`config.mk`:
```
export PLATFORM = sky130hd
export DESIGN_NAME = cfg_strap_reg
export DESIGN_NICKNAME = d
export VERILOG_FILES = /design/src/rtl/cfg_strap_pkg.sv /design/src/rtl/cfg_strap_ctrl.sv /design/src/rtl/cfg_strap_dp.sv /design/src/rtl/cfg_strap_reg.sv
export SDC_FILE = /design/constraint.sdc
export NUM_CORES = 1
export LEC_CHECK = 0
export ABC_AREA = 1
export BUFFER_PORTS_ARGS = -buffer_cell sky130_fd_sc_hd__buf_4
export CAP_MARGIN = 0
export CORE_UTILIZATION = 34
export DETAILED_ROUTE_END_ITERATION = 8
export PLACE_DENSITY = 0.83
export SYNTH_ARGS = -nofsm -noshare
export SYNTH_HDL_FRONTEND = slang
export SYNTH_HIERARCHICAL = 1
export SYNTH_SLANG_ARGS = --single-unit
```
`constraint.sdc`:
```
create_clock -name clk -period 0.94 [get_ports clk]
set_input_delay 0.047 -clock clk [delete_from_list [all_inputs] [get_ports clk]]
set_output_delay 0.047 -clock clk [all_outputs]
set_load 0.02 [all_outputs]
```
`src/rtl/cfg_strap_pkg.sv`:
```
package cfg_strap_pkg;
  localparam int DATA_W    = 32;
  localparam int RATE_LO   = 24;
  localparam int RATE_W    = 2;
  localparam int BOOT_LO   = 21;
  localparam int BOOT_W    = 3;
  localparam int HOST_BIT  = 20;
  localparam int TDIS_BIT  = 17;
  localparam int BERR_BIT  = 16;
  localparam int ROUTE_BIT = 15;

  typedef struct packed {
    logic wrHit;
    logic rdHit;
    logic errClr;
  } cfgStrobe_t;
endpackage

```
`src/rtl/cfg_strap_ctrl.sv`:
```
module cfg_strap_ctrl
  import cfg_strap_pkg::*;
#(
  parameter int ADDR_W = 12,
  parameter logic [ADDR_W-1:0] CFG_OFFSET = 12'h0E0
) (
  input  logic [ADDR_W-1:0] busAddr,
  input  logic              busWrEn,
  input  logic              busRdEn,
  input  logic              clrBit,
  output cfgStrobe_t        strobe
);
  logic addrHit;

  always_comb begin
    addrHit       = (busAddr == CFG_OFFSET);
    strobe.wrHit  = busWrEn && addrHit;
    strobe.rdHit  = busRdEn && addrHit;
    strobe.errClr = busWrEn && addrHit && clrBit;
  end
endmodule

```
`src/rtl/cfg_strap_dp.sv`:
```
module cfg_strap_dp
  import cfg_strap_pkg::*;
(
  input  logic              clk,
  input  logic              rstN,
  input  logic [BOOT_W-1:0] strapBoot,
  input  logic              strapHost,
  input  logic              strapTmrDis,
  input  cfgStrobe_t        strobe,
  input  logic [RATE_W-1:0] wrRate,
  input  logic              wrRoute,
  input  logic              wrBusErr,
  input  logic              wdtEvent,
  output logic [DATA_W-1:0] busRdData,
  output logic [RATE_W-1:0] clkRateSel,
  output logic              nmiReq,
  output logic              rstReq,
  output logic              timerIntDis,
  output logic              errFlag
);
  logic [BOOT_W-1:0] bootSel;
  logic              hostMode;
  logic              tmrDis;
  logic [RATE_W-1:0] rateSel;
  logic              routeRst;
  logic              errSticky;
  logic [DATA_W-1:0] cfgWord;

  // straps load on every edge while reset is held, then freeze
  always_ff @(posedge clk) begin
    if (!rstN) begin
      bootSel  <= strapBoot;
      hostMode <= strapHost;
      tmrDis   <= strapTmrDis;
    end
  end

  always_ff @(posedge clk) begin
    if (!rstN) begin
      rateSel  <= '0;
      routeRst <= 1'b0;
    end else if (strobe.wrHit) begin
      rateSel  <= wrRate;
      routeRst <= wrRoute;
    end
  end

  // error set dominates a same-cycle clear
  always_ff @(posedge clk) begin
    if (!rstN) errSticky <= 1'b0;
    else       errSticky <= wrBusErr || (errSticky && !strobe.errClr);
  end

  always_ff @(posedge clk) begin
    if (!rstN) begin
      nmiReq <= 1'b0;
      rstReq <= 1'b0;
    end else begin
      nmiReq <= wdtEvent && !routeRst;
      rstReq <= wdtEvent && routeRst;
    end
  end

  always_comb begin
    cfgWord = '0;
    cfgWord[RATE_LO +: RATE_W] = rateSel;
    cfgWord[BOOT_LO +: BOOT_W] = bootSel;
    cfgWord[HOST_BIT]          = hostMode;
    cfgWord[TDIS_BIT]          = tmrDis;
    cfgWord[BERR_BIT]          = errSticky;
    cfgWord[ROUTE_BIT]         = routeRst;
  end

  always_ff @(posedge clk) begin
    if (!rstN)             busRdData <= '0;
    else if (strobe.rdHit) busRdData <= cfgWord;
    else                   busRdData <= '0;
  end

  assign clkRateSel  = rateSel;
  assign timerIntDis = tmrDis;
  assign errFlag     = errSticky;
endmodule

```
`src/rtl/cfg_strap_reg.sv`:
```
module cfg_strap_reg
  import cfg_strap_pkg::*;
#(
  parameter int ADDR_W = 12,
  parameter logic [ADDR_W-1:0] CFG_OFFSET = 12'h0E0
) (
  input  logic              clk,
  input  logic              rstN,
  input  logic [2:0]        strapBoot,
  input  logic              strapHost,
  input  logic              strapTmrDis,
  input  logic [ADDR_W-1:0] busAddr,
  input  logic              busWrEn,
  input  logic              busRdEn,
  input  logic [31:0]       busWrData,
  output logic [31:0]       busRdData,
  input  logic              wrBusErr,
  input  logic              wdtEvent,
  output logic [1:0]        clkRateSel,
  output logic              nmiReq,
  output logic              rstReq,
  output logic              timerIntDis
);
  cfgStrobe_t strobe;
  logic       errFlag;

  cfg_strap_ctrl #(.ADDR_W(ADDR_W), .CFG_OFFSET(CFG_OFFSET)) u_ctrl (
    .busAddr(busAddr),
    .busWrEn(busWrEn),
    .busRdEn(busRdEn),
    .clrBit (busWrData[BERR_BIT]),
    .strobe (strobe)
  );

  cfg_strap_dp u_dp (
    .clk        (clk),
    .rstN       (rstN),
    .strapBoot  (strapBoot),
    .strapHost  (strapHost),
    .strapTmrDis(strapTmrDis),
    .strobe     (strobe),
    .wrRate     (busWrData[RATE_LO +: RATE_W]),
    .wrRoute    (busWrData[ROUTE_BIT]),
    .wrBusErr   (wrBusErr),
    .wdtEvent   (wdtEvent),
    .busRdData  (busRdData),
    .clkRateSel (clkRateSel),
    .nmiReq     (nmiReq),
    .rstReq     (rstReq),
    .timerIntDis(timerIntDis),
    .errFlag    (errFlag)
  );
endmodule

```
==> impl_results.md <==
* Die Span Y at 52.3 um
* Seq cells post-synth at 20
* Critical Path Start Type: register
* Fin. Hold Viols at 0
* Ant. Diodes at 0
* Total Neg Setup Slack at 0 ns
* RePlAce Congestion at 0.663
* Bufs on Longest Clock Path at 2
* Worst setup path startpoint: u_dp/timerIntDis$_DFFE_PN_
* Cell Rows at 17
* CTS tree: done
* GR Util All Layers at 0.134
* Clock Sink Count at 20
* Port bufs at 40
* Hold Crit Class: input port to register
* Max_cap viols at 0
* Cts bufs inserted at 3
* Crit-path max cell delay at roughly 0.42 ns
* Synthesized instance count at 100
* Post-CTS Setup Bufs at 0
* Syn. warnings at 6
* Die width at approximately 52 um
* DRC viols at 0
* Detailed Route WL at 1740 um
* Area of the core at 0.00230 mm2
* FF-to-FF Start: u_dp/clkRateSel[0]$_SDFFE_PN0P_
* Fin nets at 206
* DR iter-0 viols at 10
* Post-DP Area at 0.00111 mm2
* CP max stage cell: edfxtp_1
* Commonest non-fill, non-tap cells in the layout: buf_4 (39), conb_1 (23), nor2_1 (21)
* Via Count at 707
* Count of cell types in the netlist at 15
* Via density at 3.97
* Critical path class: register to output pin
* Leak Pwr at 0.634 nW
* Worst skew pair latency at 0.29 ns
* CP arrival at ~0.86 ns
* Status: finished clean
* Largest net degree at the start of global routing at 12
* 1st-pass router iterations at 3
* RSZ-0062 raised after global routing: true
* First-pass GRT wire length at between 2000 and 3000 um
* Num ports at 92
* CTS root buf: clkbuf_4
* Final Cycle Share at 0.965
* Setup Skew at 0.00982 ns
* Clock-pin transition on the worst setup and hold timing paths at 0.11 ns
* Mapped Avg Cell Area at around 8.6 um2
* Reg2Reg Capture Point: u_dp/clkRateSel[0]$_SDFFE_PN0P_
* WL per Instance at 9.76 um
* Buffers and inverters on the worst path at 1
* Commonest non-fill, non-tap cell in the layout: buf_4
* Mapped Area at 861 um2
* Routed wl met2 at slightly above 1000 um
* Layout cell share with drive strength beyond 1 at 0.320
* Fill cells at approximately 230
* Vias in the first global route at about 650
* Final Critical Period at roughly 0.91 ns
* Storage element area at 450 um2
* Setup Viol. Count Final at 0
* Initial antenna violation count at 0
* Critical Path Stages at 1
* Multi-input gate area at between 200 and 250 um2
* Wire length on met3 at 104 um
* Worst Hold Endpoint: u_dp/rstReq$_SDFF_PN0_
* Layout area overhead at 40.1%
* Starting Density at 0.375
* GRT overflow at 0
* R2R cell count at 2
* CP endpoint kind: output pin
* Reg2reg setup slack at ~0.23 ns
* Die footprint at 0.00274 mm2
* Worst EP required at 0.89 ns
* Peak VDD IR at ~0.66 mV
* Hold Crit Start: wdtEvent
* Crit path max fanout at 2
* CP top delay family: flip-flops
* Post-DP HPWL at 1280 um
* Top sig layer: met4
* PwrDens at 1290 mW/mm2
* Metal1 wirelength at 550 um
* Max Fclk at 1100 MHz
* Hold path depth at 3
* Routed Antenna Nets at 0
* Fin. max-slew vios at 0
* Final instance area at 0.00121 mm2
* H-tree Lvls at 1
* Crit-path cells: buf_6
* Post-synthesis sequential area ratio at 0.523
## worst max-delay path by stage
stage / slack, ns / to
2_1_floorplan: 0.17 / u_dp/clkRateSel[0]$_SDFFE_PN0P_
3_5_place_dp: -0.04 / u_dp/routeRst$_SDFFE_PN0P_
6_report: 0.03 / timerIntDis
3_3_place_gp: -0.02 / u_dp/routeRst$_SDFFE_PN0P_
4_1_cts: 0.02 / timerIntDis
5_1_grt: -0.01 / timerIntDis
## timing repair
| item | in CTS | in global routing |
|---|---|---|
| setup endpoints to repair | 0 | 1 |
| hold buffers | 6 | 1 |
| gates resized for setup | 0 | 1 |
| hold endpoints to repair | 6 | 1 |
## synthesized netlist by cell type
library cell	number	share of area
buf_4	23	0.20
o21ai_0	3	0.017
nor2_2	2	0.015
nand3_2	1	0.012
nand2_1	5	0.022
inv_2	1	0.0044
inv_1	18	0.078
nor2_1	21	0.092
and2_1	1	0.0073
dfxtp_1	15	0.35
conb_1	1	0.0044
nor3_1	2	0.012
a21oi_1	1	0.0058
edfxtp_1	5	0.17
nand2_2	1	0.0073
## area by class of cell
type                            instances  share of cell area
Clock buffer                            4              0.0218
Timing Repair Buffer                   47               0.310
Tap cell                               28              0.0290
Multi-Input combinational cell         60               0.206
Inverter                               19              0.0591
Sequential cell                        20               0.373
## through the flow
stage          hold slack [ns]  setup WS, ns  cells  power, W  utilization
6_report               0.00317        0.0325    178   0.00155        0.525
3_3_place_gp             0.226       -0.0165    167   0.00114        0.481
4_1_cts                0.00336        0.0233    177   0.00155        0.519
3_5_place_dp             0.226       -0.0363    167   0.00115        0.481
2_1_floorplan            0.146         0.175    122   0.00112            -
5_1_grt                 0.0117       -0.0107    178   0.00162        0.525
## state kept, by name (all words and copies together), names as in the netlist
| name | count |
|---|---|
| u_dp/bootSel | 3 |
| u_dp/busRdData | 9 |
| u_dp/clkRateSel | 2 |
| u_dp/errFlag | 1 |
| u_dp/hostMode | 1 |
| u_dp/nmiReq | 1 |
| u_dp/routeRst | 1 |
| u_dp/rstReq | 1 |
| u_dp/timerIntDis | 1 |
## metal layers
| layer | vias up | global-route usage |
|---|---|---|
| met3 | 6 | 0.0261 |
| met2 | 31 | 0.287 |
| met5 | - | 0 |
| met4 | 0 | 0.0658 |
| li1 | 347 | - |
| met1 | 323 | 0.109 |
## power by group
group          internal (W)  leakage [nW]  switching (W)
clock              0.000165        0.0150       0.000232
sequential         0.000905         0.170     0.00000831
combinational      0.000107         0.449       0.000138
total               0.00118         0.634       0.000378
## worst register-to-register path, stage by stage (launching register included)
cell and delay [ns]:
dfxtp_1 0.34, o21ai_0 0.20, nor2_1 0.07
## cell families after synthesis
kind of cell	synth area share
flip-flops	0.523
AND/OR/NAND/NOR	0.166
other	0.00436
AO/OA/AOI/OAI	0.0232
buffers and inverters	0.283
Note: power is estimated with default switching activity, not from simulation.
